<file path="config.mk">
export PLATFORM = sky130hd
export DESIGN_NAME = asram_bridge
export DESIGN_NICKNAME = d
export VERILOG_FILES = /design/src/rtl/asram_pkg.sv /design/src/rtl/asram_ctrl.sv /design/src/rtl/asram_dpath.sv /design/src/rtl/asram_bridge.sv
export SDC_FILE = /design/constraint.sdc
export NUM_CORES = 1
export LEC_CHECK = 0
export ABC_CLOCK_PERIOD_IN_PS = 2100
export BUFFER_PORTS_ARGS = -buffer_cell sky130_fd_sc_hd__buf_2
export CAP_MARGIN = 20
export CORE_MARGIN = 1
export CORE_UTILIZATION = 47
export CTS_BUF_LIST = sky130_fd_sc_hd__clkbuf_4 sky130_fd_sc_hd__clkbuf_8 sky130_fd_sc_hd__clkbuf_16
export DETAILED_ROUTE_END_ITERATION = 8
export PLACE_DENSITY_LB_ADDON = 0.15
export SLEW_MARGIN = 20
export SYNTH_ARGS = -nofsm -noshare
export SYNTH_HDL_FRONTEND = slang
export SYNTH_SLANG_ARGS = --single-unit
</file>
<file path="constraint.sdc">
create_clock -name clk -period 2.1 [get_ports clk]
set_clock_uncertainty 0.1 [all_clocks]
set_input_delay 0.42 -clock clk [delete_from_list [all_inputs] [get_ports clk]]
set_output_delay 0.42 -clock clk [all_outputs]
set_load 0.02 [all_outputs]
</file>
<file path="src/rtl/asram_pkg.sv">
package asram_pkg;

  typedef enum logic [2:0] {
    ST_IDLE,
    ST_RD_ACC,
    ST_RD_CAP,
    ST_WR_SU,
    ST_WR_PULSE,
    ST_WR_REC,
    ST_TURN
  } ctlState_e;

  // strobes from control to datapath
  typedef struct packed {
    logic load;     // latch request fields
    logic capture;  // sample the memory data bus
    logic drive;    // enable the data-bus output driver
  } ctlStrobe_t;

endpackage

</file>
<file path="src/rtl/asram_ctrl.sv">
module asram_ctrl
  import asram_pkg::*;
#(
  parameter int RD_CYC       = 2,
  parameter int WR_SETUP_CYC = 1,
  parameter int WR_PULSE_CYC = 1,
  parameter int WR_REC_CYC   = 1,
  parameter int TURN_CYC     = 1
) (
  input  logic       clk,
  input  logic       rstN,
  input  logic       reqValid,
  input  logic       reqWrite,
  output logic       reqReady,
  output logic       memCeN,
  output logic       memWeN,
  output logic       memOeN,
  output ctlStrobe_t strb
);

  function automatic int maxOf(int a, int b);
    return (a > b) ? a : b;
  endfunction

  localparam int MAX_CYC = maxOf(maxOf(maxOf(RD_CYC, WR_SETUP_CYC), maxOf(WR_PULSE_CYC, WR_REC_CYC)), TURN_CYC);
  localparam int CNT_W   = $clog2(MAX_CYC + 1);

  localparam logic [CNT_W-1:0] LD_RD   = CNT_W'(RD_CYC - 1);
  localparam logic [CNT_W-1:0] LD_SU   = CNT_W'(WR_SETUP_CYC - 1);
  localparam logic [CNT_W-1:0] LD_PW   = CNT_W'(WR_PULSE_CYC - 1);
  localparam logic [CNT_W-1:0] LD_REC  = CNT_W'(WR_REC_CYC - 1);
  localparam logic [CNT_W-1:0] LD_TURN = CNT_W'(TURN_CYC - 1);

  ctlState_e       state;
  logic [CNT_W-1:0] cnt;
  logic             afterRead;

  always_ff @(posedge clk) begin
    if (!rstN) begin
      state     <= ST_IDLE;
      cnt       <= '0;
      afterRead <= 1'b0;
    end else begin
      case (state)
        ST_IDLE: begin
          if (reqValid) begin
            if (reqWrite) begin
              afterRead <= 1'b0;
              if (afterRead) begin
                state <= ST_TURN;
                cnt   <= LD_TURN;
              end else begin
                state <= ST_WR_SU;
                cnt   <= LD_SU;
              end
            end else begin
              afterRead <= 1'b1;
              state     <= ST_RD_ACC;
              cnt       <= LD_RD;
            end
          end
        end
        default: begin
          if (cnt != '0) begin
            cnt <= cnt - 1'b1;
          end else begin
            case (state)
              ST_RD_ACC:   state <= ST_RD_CAP;
              ST_TURN:     begin state <= ST_WR_SU;    cnt <= LD_SU;  end
              ST_WR_SU:    begin state <= ST_WR_PULSE; cnt <= LD_PW;  end
              ST_WR_PULSE: begin state <= ST_WR_REC;   cnt <= LD_REC; end
              default:     state <= ST_IDLE;
            endcase
          end
        end
      endcase
    end
  end

  always_comb begin
    reqReady     = (state == ST_IDLE);
    memCeN       = !(state == ST_RD_ACC || state == ST_RD_CAP ||
                     state == ST_WR_SU  || state == ST_WR_PULSE);
    memWeN       = (state != ST_WR_PULSE);
    memOeN       = !(state == ST_RD_ACC || state == ST_RD_CAP);
    strb.load    = (state == ST_IDLE) && reqValid;
    strb.capture = (state == ST_RD_CAP);
    strb.drive   = (state == ST_WR_SU || state == ST_WR_PULSE || state == ST_WR_REC);
  end

  AST_WE_NEEDS_CE: assert property (@(posedge clk) disable iff (!rstN)
    !memWeN |-> !memCeN);
  AST_WE_OE_EXCL: assert property (@(posedge clk) disable iff (!rstN)
    !memWeN |-> memOeN);
  AST_END_TOGETHER: assert property (@(posedge clk) disable iff (!rstN)
    $rose(memWeN) |-> $rose(memCeN));
  AST_READY_IDLE: assert property (@(posedge clk) disable iff (!rstN)
    reqReady |-> (memCeN && memWeN && memOeN && !strb.drive));

endmodule

</file>
<file path="src/rtl/asram_dpath.sv">
module asram_dpath
  import asram_pkg::*;
#(
  parameter int ADDR_W = 15,
  parameter int DATA_W = 8
) (
  input  logic              clk,
  input  logic              rstN,
  input  ctlStrobe_t        strb,
  input  logic [ADDR_W-1:0] reqAddr,
  input  logic [DATA_W-1:0] reqWdata,
  input  logic [DATA_W-1:0] memDqIn,
  output logic [ADDR_W-1:0] memAddr,
  output logic [DATA_W-1:0] memDqOut,
  output logic              memDqOe,
  output logic [DATA_W-1:0] rdData,
  output logic              rdValid
);

  logic [ADDR_W-1:0] addrReg;
  logic [DATA_W-1:0] wdataReg;
  logic [DATA_W-1:0] rdReg;
  logic              rvReg;

  always_ff @(posedge clk) begin
    if (!rstN) begin
      addrReg  <= '0;
      wdataReg <= '0;
      rdReg    <= '0;
      rvReg    <= 1'b0;
    end else begin
      if (strb.load) begin
        addrReg  <= reqAddr;
        wdataReg <= reqWdata;
      end
      if (strb.capture) rdReg <= memDqIn;
      rvReg <= strb.capture;
    end
  end

  assign memAddr  = addrReg;
  assign memDqOut = wdataReg;
  assign memDqOe  = strb.drive;
  assign rdData   = rdReg;
  assign rdValid  = rvReg;

  AST_RDVALID_PULSE: assert property (@(posedge clk) disable iff (!rstN)
    rdValid |=> !rdValid);
  AST_WDATA_HELD: assert property (@(posedge clk) disable iff (!rstN)
    (memDqOe && $past(memDqOe)) |-> $stable(memDqOut));

endmodule

</file>
<file path="src/rtl/asram_bridge.sv">
module asram_bridge
  import asram_pkg::*;
#(
  parameter int ADDR_W       = 15,
  parameter int DATA_W       = 8,
  parameter int RD_CYC       = 2,
  parameter int WR_SETUP_CYC = 1,
  parameter int WR_PULSE_CYC = 1,
  parameter int WR_REC_CYC   = 1,
  parameter int TURN_CYC     = 1
) (
  input  logic              clk,
  input  logic              rstN,
  input  logic              reqValid,
  output logic              reqReady,
  input  logic              reqWrite,
  input  logic [ADDR_W-1:0] reqAddr,
  input  logic [DATA_W-1:0] reqWdata,
  output logic              rdValid,
  output logic [DATA_W-1:0] rdData,
  output logic [ADDR_W-1:0] memAddr,
  output logic              memCeN,
  output logic              memWeN,
  output logic              memOeN,
  output logic [DATA_W-1:0] memDqOut,
  output logic              memDqOe,
  input  logic [DATA_W-1:0] memDqIn
);

  ctlStrobe_t strb;

  asram_ctrl #(
    .RD_CYC(RD_CYC), .WR_SETUP_CYC(WR_SETUP_CYC), .WR_PULSE_CYC(WR_PULSE_CYC),
    .WR_REC_CYC(WR_REC_CYC), .TURN_CYC(TURN_CYC)
  ) uCtrl (
    .clk(clk), .rstN(rstN), .reqValid(reqValid), .reqWrite(reqWrite),
    .reqReady(reqReady), .memCeN(memCeN), .memWeN(memWeN), .memOeN(memOeN),
    .strb(strb)
  );

  asram_dpath #(.ADDR_W(ADDR_W), .DATA_W(DATA_W)) uDpath (
    .clk(clk), .rstN(rstN), .strb(strb), .reqAddr(reqAddr), .reqWdata(reqWdata),
    .memDqIn(memDqIn), .memAddr(memAddr), .memDqOut(memDqOut), .memDqOe(memDqOe),
    .rdData(rdData), .rdValid(rdValid)
  );

  AST_NO_CONTENTION: assert property (@(posedge clk) disable iff (!rstN)
    memDqOe |-> memOeN);
  AST_ADDR_STABLE: assert property (@(posedge clk) disable iff (!rstN)
    (!memCeN && $past(!memCeN)) |-> $stable(memAddr));
  AST_DRIVE_AFTER_RELEASE: assert property (@(posedge clk) disable iff (!rstN)
    $rose(memDqOe) |-> (memOeN && $past(memOeN)));

endmodule

</file>
==> metrics.md, run 1 <==
| Metric | Value |
|---|---|
| Met2 WL | `1560 um` |
| Synth Cell Area | `1690 sq um` |
| Post-DP HPWL | `2390 um` |
| Crit Path Class | `flip-flop to output pin` |
| Max-cap violations | `0` |
| Slew HR | `72.0%` |
| Area grow syn2layout | `27.2%` |
| Num Clock Sinks | `38` |
| Top_reg_cell synth | `dfxtp_1` |
| Number of global-route vias before repair | `1200` |
| Initial Util | `49.8%` |
| Ranking of synthesized cells by area | `dfxtp_1 (45%), nand2_1 (12%), a21boi_2 (12%)` |
| Highest routed layer | `met4` |
| Worst hold path class | `primary input to flip-flop` |
| EDFF count, synth | `0` |
| CTS H-Tree Depth | `2` |
| Largest net degree at the start of global routing | `24` |
| Final Core Density | `63.3%` |
| Final Cycle Share | `91.0%` |
| Mapped Nets | `221` |
| # fillers | `320` |
| CP Max Fanout | `13` |
| Vias per cell | `4.71` |
| Core area | `3390 sq um` |
| CTS root buffer | `clkbuf_4` |
| Clk buf depth | `2` |
| DR pass1 iterations | `4` |
| Gp weighted congestion | `0.791` |
| Warnings, synthesis | `0` |
| PD cells | `1220 nW/um^2` |
| Synth top area share | `45.1%` |
| Critical path's slowest cell | `dfxtp_2` |
| 1st-iter DRT viols | `82` |
| Die height | `61.9 um` |
| Seq/Total Area, Yosys | `45.1%` |
| Final Hold Vio Count | `0` |
| Critical path launch point type | `flip-flop` |
| Layout cells sized above 1 | `41.5%` |
| Final max-slew violation count | `0` |
| I/O Buffers | `71` |
| Syn Inst Count | `186` |
| CP top delay family | `flip-flops` |
| Status | `complete, no violations` |
| Reg clk slew, reported paths | `110 ps` |
| Chip Width | `61.9 um` |
| Antenna Cells | `0` |
| Clock latency on the worst-skew pair | `330 ps` |
| Io pins | `72` |
| Setup TNS | `0 ps` |
| Nets | `293` |
| CTS tree | `yes` |
| Avg Cell Area, Syn | `9.07 sq um` |
| Final Setup Violations | `0` |
| Pwr Total | `2620 uW` |
| First-pass GRT wire length | `5070 um` |
| WP data arrival | `1390 ps` |
| DRC viols | `0` |
| Met3 WL post-DR | `135 um` |
| Slack of the worst reg-to-reg path | `450 ps` |
| Worst vdd ir | `581 uV` |
| Max stage delay on crit path | `460 ps` |
| Max Fclk | `0.524 GHz` |
| Final ANT Viol Nets | `0` |
| GR Util All Layers | `18.4%` |
| CTS Buf Count | `5` |
| Routed wire length | `3320 um` |
| Die Area | `3830 sq um` |
| RSZ-0062 raised after global routing | `no` |
| CP Buf/Inv Count | `1` |
| DR WL/cell | `10.9 um` |
| Crit end category | `output pin` |
| Seq cells post-synth | `38` |
| Data required, critical path | `1580 ps` |
| CP cell instances | `nor2b_1 > nand2_1 > o21ai_0 > buf_2` |
| Grt total ovfl | `0` |
| Post-synth top area cell | `dfxtp_1` |
| Final min period | `1910 ps` |
| Post-Route M1 WL | `1600 um` |
| Asr flop ratio synth | `0%` |
| Initial antenna violation count | `0` |
| Leak Pwr | `0.000977 uW` |
| Rows | `21` |
| Via count | `1433` |
| Actual slew at the worst max-slew pin | `410 ps` |
| Cell variety after synth | `31` |
==> timing repair <==
action / CTS / global route
setup endpoints to repair: 0 / 1
hold buffers: 0 / 0
buffers inserted: 0 / 0
gates resized for setup: 0 / 1
==> flip-flops by register name, summed over array words and instances, names as in the netlist <==
name,flops
uDpath.rdValid,1
uCtrl.afterRead,1
uDpath.memDqOut,8
uDpath.memAddr,15
uCtrl.state,3
uCtrl.cnt,2
uDpath.rdData,8
==> path summary, 6_finish.rpt <==
check | endpoint | start | depth (start not counted)
max | memDqOe | uCtrl.state[1]$_SDFFE_PN0P_ | 4
min reg2reg | uDpath.memAddr[5]$_SDFFE_PN0P_ | uDpath.memAddr[5]$_SDFFE_PN0P_ | 2
max reg2reg | uDpath.memDqOut[6]$_SDFFE_PN0P_ | uCtrl.state[1]$_SDFFE_PN0P_ | 6
min | uDpath.memAddr[5]$_SDFFE_PN0P_ | reqAddr[5] | 3
==> cells in the mapped netlist (2+ instances only) <==
| cell type | count |
|---|---|
| a21oi_1 | 3 |
| a21boi_2 | 18 |
| nor2_1 | 6 |
| mux2i_1 | 9 |
| nand2_1 | 56 |
| dfxtp_1 | 38 |
| o21ai_0 | 5 |
| buf_2 | 3 |
| buf_6 | 2 |
| and2_1 | 3 |
| buf_8 | 2 |
| nor2b_1 | 11 |
| xor2_1 | 2 |
| clkbuf_1 | 6 |
| a21boi_0 | 6 |
==> metal layers <==
layer  global-route usage (%)  up-vias
li1                         -      753
met1                     22.1      638
met2                     30.1       40
met3                     6.83        2
met4                     6.67        0
met5                        0        -
==> area by class of cell <==
cell class                      instances  area [sq um]  area share, %
Clock buffer                            6          51.3           2.39
Timing Repair Buffer                   78           408           19.0
Sequential cell                        38           762           35.5
Tap cell                               46          57.6           2.68
Multi-Input combinational cell        133           827           38.6
Inverter                                2          8.76          0.408
Clock inverter                          1          30.0           1.40
==> power by group <==
part	total (uW)	internal [uW]	switching, uW
combinational	1140	451	690
clock	501	277	224
sequential	973	872	101
total	2620	1600	1010
==> worst reg2reg max path, stage by stage, from the launching register on <==
cell and delay [ps]:
dfxtp_2 400, or3_4 420, clkinv_2 80, nand2_2 170, buf_4 240, nand2_1 80, a21boi_0 70
==> cell families after synthesis <==
kind of cell / Yosys count / synth area share (%)
AO/OA/AOI/OAI: 42 / 21.9
XOR/XNOR: 2 / 1.04
buffers and inverters: 15 / 5.86
flip-flops: 38 / 45.1
multiplexers: 9 / 5.34
AND/OR/NAND/NOR: 80 / 20.8
==> cell usage in the layout (no fill, tap or decap), types with 2 or more instances in the layout <==
cell,instances
and2_1,3
a21oi_1,3
nor2_1,6
xor2_1,2
o21ai_0,5
a21boi_2,18
buf_4,7
clkbuf_4,5
buf_2,71
nor2b_1,11
mux2i_1,9
nand2_1,56
a21boi_0,6
dfxtp_1,37
==> per-stage QoR <==
stage                     setup WS (ps)  hold WS, ps  instances  instance area [sq um]
after floorplan                     483          365        186                   1690
after global placement              441          351        297                   2060
after detailed placement            388          354        297                   2060
after CTS                          51.4          202        304                   2140
after global routing               61.0          199        304                   2140
final                               190          222        304                   2140
Power figures use the tool's default switching activity.
==> run 2: changes to the inputs <==
BUFFER_PORTS_ARGS = -buffer_cell sky130_fd_sc_hd__buf_4   (was -buffer_cell sky130_fd_sc_hd__buf_2)
SLEW_MARGIN = unset   (was 20)
==> run 2 against run 1 <==
  * Final area up 6.8%
  * Total power is 0.15% higher
  * Combinational power grew 9%
  * Hold slack got worse by 7.5 ps
  * Critical path depth unchanged
  * Sequential power grew 0.7%
  * Clock power down 20%
  * First-iteration DRC count down 44%
  * Core utilization up 4.3 points
  * Count of clock-buffer cells in the layout unchanged
  * Largest power group unchanged
  * Highest routed layer unchanged
==> metrics.md, run 2 (synthesized netlist as in run 1, its figures left out) <==
| Metric | Value |
|---|---|
| Status | `complete, no violations` |
| Clock latency on the worst-skew pair | `340 ps` |
| Rows | `21` |
| Num Clock Sinks | `38` |
| First-pass GRT wire length | `5060 um` |
| Core area | `3390 sq um` |
| Post-CTS Resized | `0` |
| Slew HR | `75.6%` |
| Final Setup Violations | `0` |
| CTS Buf Count | `5` |
| Crit Path Class | `flip-flop to output pin` |
| Max reg flops | `15` |
| Via count | `1441` |
| CP Max Fanout | `13` |
| Post-CTS Setup Bufs | `0` |
| GR Util met2 | `30.6%` |
| Final max-slew violation count | `0` |
| RSZ-0062 raised after global routing | `no` |
| Critical path launch point type | `flip-flop` |
| Hold Slack | `215 ps` |
| Die height | `61.9 um` |
| DR pass1 iterations | `4` |
| Area grow syn2layout | `35.8%` |
| Most Used Layer, Global Route | `met2` |
| WP data arrival | `1400 ps` |
| Critical path's slowest cell | `dfxtp_2` |
| Routed wire length | `3430 um` |
| Layout cells sized above 1 | `41.2%` |
| Final ANT Viol Nets | `0` |
| Number of global-route vias before repair | `1215` |
| Io pins | `72` |
| Reg clk slew, reported paths | `120 ps` |
| I/O Buffers | `71` |
| CP cell instances | `nor2b_1 > nand2_1 > o21ai_0 > buf_4` |
| Actual slew at the worst max-slew pin | `356 ps` |
| Vias per cell | `4.76` |
| GR Util All Layers | `18.5%` |
| Final Cycle Share | `91.4%` |
| CP top delay family | `flip-flops` |
| Crit end category | `output pin` |
| Grt met3 use | `5.80%` |
| Highest-count cells in the layout ignoring fill and taps | `buf_4 (76), nand2_1 (56), dfxtp_1 (37)` |
| Final min period | `1920 ps` |
| Post-DP HPWL | `2460 um` |
| Most common cell after layout, fill and taps aside | `buf_4` |
| CP Buf/Inv Count | `1` |
| DRC viols | `0` |
| 1st-iter DRT viols | `46` |
| DR WL/cell | `11.3 um` |
| Setup TNS | `0 ps` |
| Max Fclk | `0.521 GHz` |
| Pwr Total | `2620 uW` |
| Grt total ovfl | `0` |
| CTS H-Tree Depth | `2` |
| Max stage delay on crit path | `450 ps` |
| Die Area | `3830 sq um` |
| CTS root buffer | `clkbuf_4` |
| Nets | `291` |
| Max-cap violations | `0` |
| Largest net degree at the start of global routing | `40` |
| Final Hold Vio Count | `0` |
| Chip Width | `61.9 um` |
| Clk buf depth | `2` |
| Initial Util | `49.8%` |
| Worst hold path class | `primary input to flip-flop` |
| Leak Pwr | `0.000995 uW` |
| Antenna Cells | `0` |
| CTS tree | `yes` |
| Worst vdd ir | `640 uV` |
| Data required, critical path | `1580 ps` |
| PD cells | `1140 nW/um^2` |
| Gp weighted congestion | `0.811` |
| Initial antenna violation count | `0` |
| Hold-fix buffers, CTS | `0` |
| Met1 Resource Use GR | `21.1%` |
## run 2: cell count changes in the layout (fill, tap and decap cells not counted)
| cell | delta |
|---|---|
| buf_2 | -71 |
| buf_4 | +69 |
| bufinv_16 | -1 |
| clkinv_2 | +1 |
| clkinvlp_4 | +1 |
## run 2: layout make-up
class / count / area [sq um]
fill: 310 / 1100
multi-input combinational: 133 / 827
sequential: 38 / 762
timing repair buffer: 76 / 571
tap: 46 / 57.6
clock buffer: 6 / 51.3
clock inverter: 2 / 12.5
inverter: 2 / 8.76
## run 2: worst min-delay path, cell delays in order
cell and delay [ps]:
buf_4 110, nand2_1 60, a21boi_2 40
## run 2: stage by stage
stage          std cells  cell area (sq um)  util, %  worst slack (ps)
2_1_floorplan        186               1690        -               483
6_report             303               2290     67.6               181
3_5_place_dp         295               2220     65.6               365
4_1_cts              303               2290     67.5              46.5
5_1_grt              303               2290     67.6              26.7
3_3_place_gp         295               2220     65.6               411
## run 2: report_power, final
part / internal (uW) / switching [uW] / total (uW)
registers: 872 / 108 / 980
clock network: 161 / 240 / 401
logic: 548 / 690 / 1240
total: 1580 / 1040 / 2620
## run 2: worst paths after layout
path | slack (ps) | cells after the start | from | endpoint
min | 210 | 3 | reqAddr[12] | uDpath.memAddr[12]$_SDFFE_PN0P_
max reg2reg | 420 | 6 | uCtrl.state[1]$_SDFFE_PN0P_ | uDpath.memDqOut[2]$_SDFFE_PN0P_
min reg2reg | 370 | 2 | uDpath.memAddr[11]$_SDFFE_PN0P_ | uDpath.memAddr[11]$_SDFFE_PN0P_
max | 180 | 4 | uCtrl.state[1]$_SDFFE_PN0P_ | memDqOe
## run 2: per-layer routing
metal  routed length (um)  up-vias
li1                     -      753
met2                 1680       40
met5                    0        -
met4                   51        0
met3                  181        5
met1                 1510      643
==> run 3: changes to the inputs <==
--- a/config.mk
+++ b/config.mk
@@ -12,3 +12,2 @@
 export CORE_UTILIZATION = 47
-export CTS_BUF_LIST = sky130_fd_sc_hd__clkbuf_4 sky130_fd_sc_hd__clkbuf_8 sky130_fd_sc_hd__clkbuf_16
 export DETAILED_ROUTE_END_ITERATION = 8
==> constraint.sdc (replaced) <==
create_clock -name clk -period 2.1 [get_ports clk]
set_clock_uncertainty 0.1 [all_clocks]
set_input_delay 0.21 -clock clk [delete_from_list [all_inputs] [get_ports clk]]
set_output_delay 0.21 -clock clk [all_outputs]
set_load 0.02 [all_outputs]
==> run 3 against run 2 <==
  * Core utilization increased by 4.9 points
  * Hold slack got worse by 200 ps
  * Cell count increased by 4.6%
  * Combinational power about the same
  * Sequential share of layout area decreased by 2.3 points
  * Global-route usage increased by 3.5 points
  * Clock power increased by 27%
  * First-iteration DRC count increased by 15%
  * Flip-flop and latch count unchanged
  * Non-clock buffer count increased by 15
  * Setup slack got worse by 6.9 ps
  * Critical path type unchanged
  * Largest cell class unchanged
  * Largest power group unchanged
  * Highest routed layer unchanged
==> metrics.md, run 3 (synthesized netlist as in run 1, its figures left out) <==
| Metric | Value |
|---|---|
| Placed cell area | `2220 sq um` |
| Path depth of the worst reg2reg path | `5` |
| Num Clock Sinks | `38` |
| Max reg flops | `15` |
| DR pass1 iterations | `4` |
| I/O Buffers | `71` |
| Number of global-route vias before repair | `1390` |
| Rows | `21` |
| Net load switching power | `1050 uW` |
| Final Setup Violations | `0` |
| Switching share of power | `37.9%` |
| Final min period | `1930 ps` |
| Nets | `306` |
| WP data arrival | `1620 ps` |
| RSZ-0062 raised after global routing | `no` |
| Chip Width | `61.9 um` |
| Sequential fraction of design power | `35.5%` |
| # fillers | `280` |
| Post-DP HPWL | `2470 um` |
| Final Cycle Share | `91.7%` |
| Die Area | `3830 sq um` |
| Slew HR | `65.9%` |
| Final max-slew violation count | `0` |
| DRC viols | `0` |
| Grt total ovfl | `0` |
| Max-cap violations | `0` |
| Highest-count cells in the layout ignoring fill and taps | `buf_4 (76), nand2_1 (56), dfxtp_1 (38)` |
| Antenna Cells | `0` |
| DR WL/cell | `12.4 um` |
| Crit Path Class | `flip-flop to output pin` |
| CP Max Fanout | `13` |
| Layout cells sized above 1 | `38.4%` |
| Actual slew at the worst max-slew pin | `499 ps` |
| Pre-CTS WS | `360 ps` |
| Io pins | `72` |
| Clk buf depth | `2` |
| Data required, critical path | `1790 ps` |
| Min-delay src | `memDqIn[5]` |
| Final Cell Area | `2460 sq um` |
| CTS tree | `yes` |
| Reg2reg end | `uDpath.rdData[1]$_SDFFE_PN0N_` |
| Worst hold path class | `primary input to flip-flop` |
| Worst vdd ir | `805 uV` |
| Vias per cell | `4.87` |
| Routed wire length | `3920 um` |
| First-pass GRT wire length | `6010 um` |
| Clock latency on the worst-skew pair | `340 ps` |
| Final setup margin | `174 ps` |
| Gp weighted congestion | `0.805` |
| Crit end category | `output pin` |
| Largest net degree at the start of global routing | `40` |
| Core area | `3390 sq um` |
| Initial antenna violation count | `0` |
| CTS root buffer | `clkbuf_4` |
| Die height | `61.9 um` |
| 1st-iter DRT viols | `53` |
| Status | `complete, no violations` |
| Reg clk slew, reported paths | `110 ps` |
| CTS H-Tree Depth | `2` |
| CP Capture Point | `memDqOe` |
| Via count | `1544` |
| Clock power share | `18.5%` |
| PD cells | `1120 nW/um^2` |
| Setup TNS | `0 ps` |
| Leak Pwr | `0.00107 uW` |
| Area grow syn2layout | `45.6%` |
| R2r startpoint | `uCtrl.state[1]$_SDFFE_PN0P_` |
| Int Pwr | `1710 uW` |
| Pwr Total | `2760 uW` |
| GR Util All Layers | `21.9%` |
| Slack of the worst reg-to-reg path | `320 ps` |
| CTS Buf Count | `5` |
| Most common cell after layout, fill and taps aside | `buf_4` |
| Final ANT Viol Nets | `0` |
| Max Fclk | `0.519 GHz` |
| Final Hold Vio Count | `0` |
| Critical path launch point type | `flip-flop` |
| Worst setup startpoint | `uCtrl.state[1]$_SDFFE_PN0P_` |
| Comb power frac | `46.0%` |
| Initial Util | `49.8%` |
run 3: per-layer routing:
layer  GRT usage [%]  share of wire, %  vias up
met5               0                 0        -
met3            8.70               6.9        7
li1                -                 -      782
met1            23.7                40      700
met2            38.2                52       55
met4            9.21               1.6        0
run 3: final cells by class:
class,count,area (sq um),share of cell area (%)
sequential,38,761,31.0
clock inverter,1,30.0,1.22
timing repair buffer,91,721,29.3
inverter,2,8.76,0.357
clock buffer,6,51.3,2.09
multi-input combinational,133,827,33.7
tap,46,57.6,2.34
run 3: through the flow:
stage	std cells	utilization [%]	hold WS, ps
CTS	316	72.2	0.000916
floorplan	186	-	255
finish	317	72.5	13.4
detailed placement	295	65.6	358
global placement	295	65.6	354
global route	317	72.5	0.865
run 3: power by group through the flow:
stage               Sequential, uW  Combinational [uW]  Clock (uW)
global placement               989                1240           0
finish                         980                1270         511
floorplan                     1110                 742           0
CTS                            977                1280         531
detailed placement             994                1250           0
global route                   999                1400         563
run 3: how the worst min path moves through the flow:
stage	end	slack [ps]	cells past startpoint
after floorplan	uDpath.memAddr[14]$_SDFFE_PN0P_	250	2
after global placement	uDpath.memDqOut[1]$_SDFFE_PN0P_	350	2
after detailed placement	uDpath.memAddr[5]$_SDFFE_PN0P_	360	2
after CTS	uDpath.memAddr[1]$_SDFFE_PN0P_	0.0009	3
after global routing	uDpath.rdData[6]$_SDFFE_PN0N_	0.9	3
final	uDpath.rdData[5]$_SDFFE_PN0N_	10	3
run 3: timing repair:
action                     4_1_cts  5_1_grt
hold endpoints to repair        14        1
setup endpoints to repair        0        0
hold buffers                    14        1
buffers inserted                 0        0
gates resized for setup          0        0
run 3: worst max-delay path: stages (launching register included):
cell and delay (ps):
dfxtp_1 580, nor2b_1 350, nand2_1 90, o21ai_0 80
buf_4 170
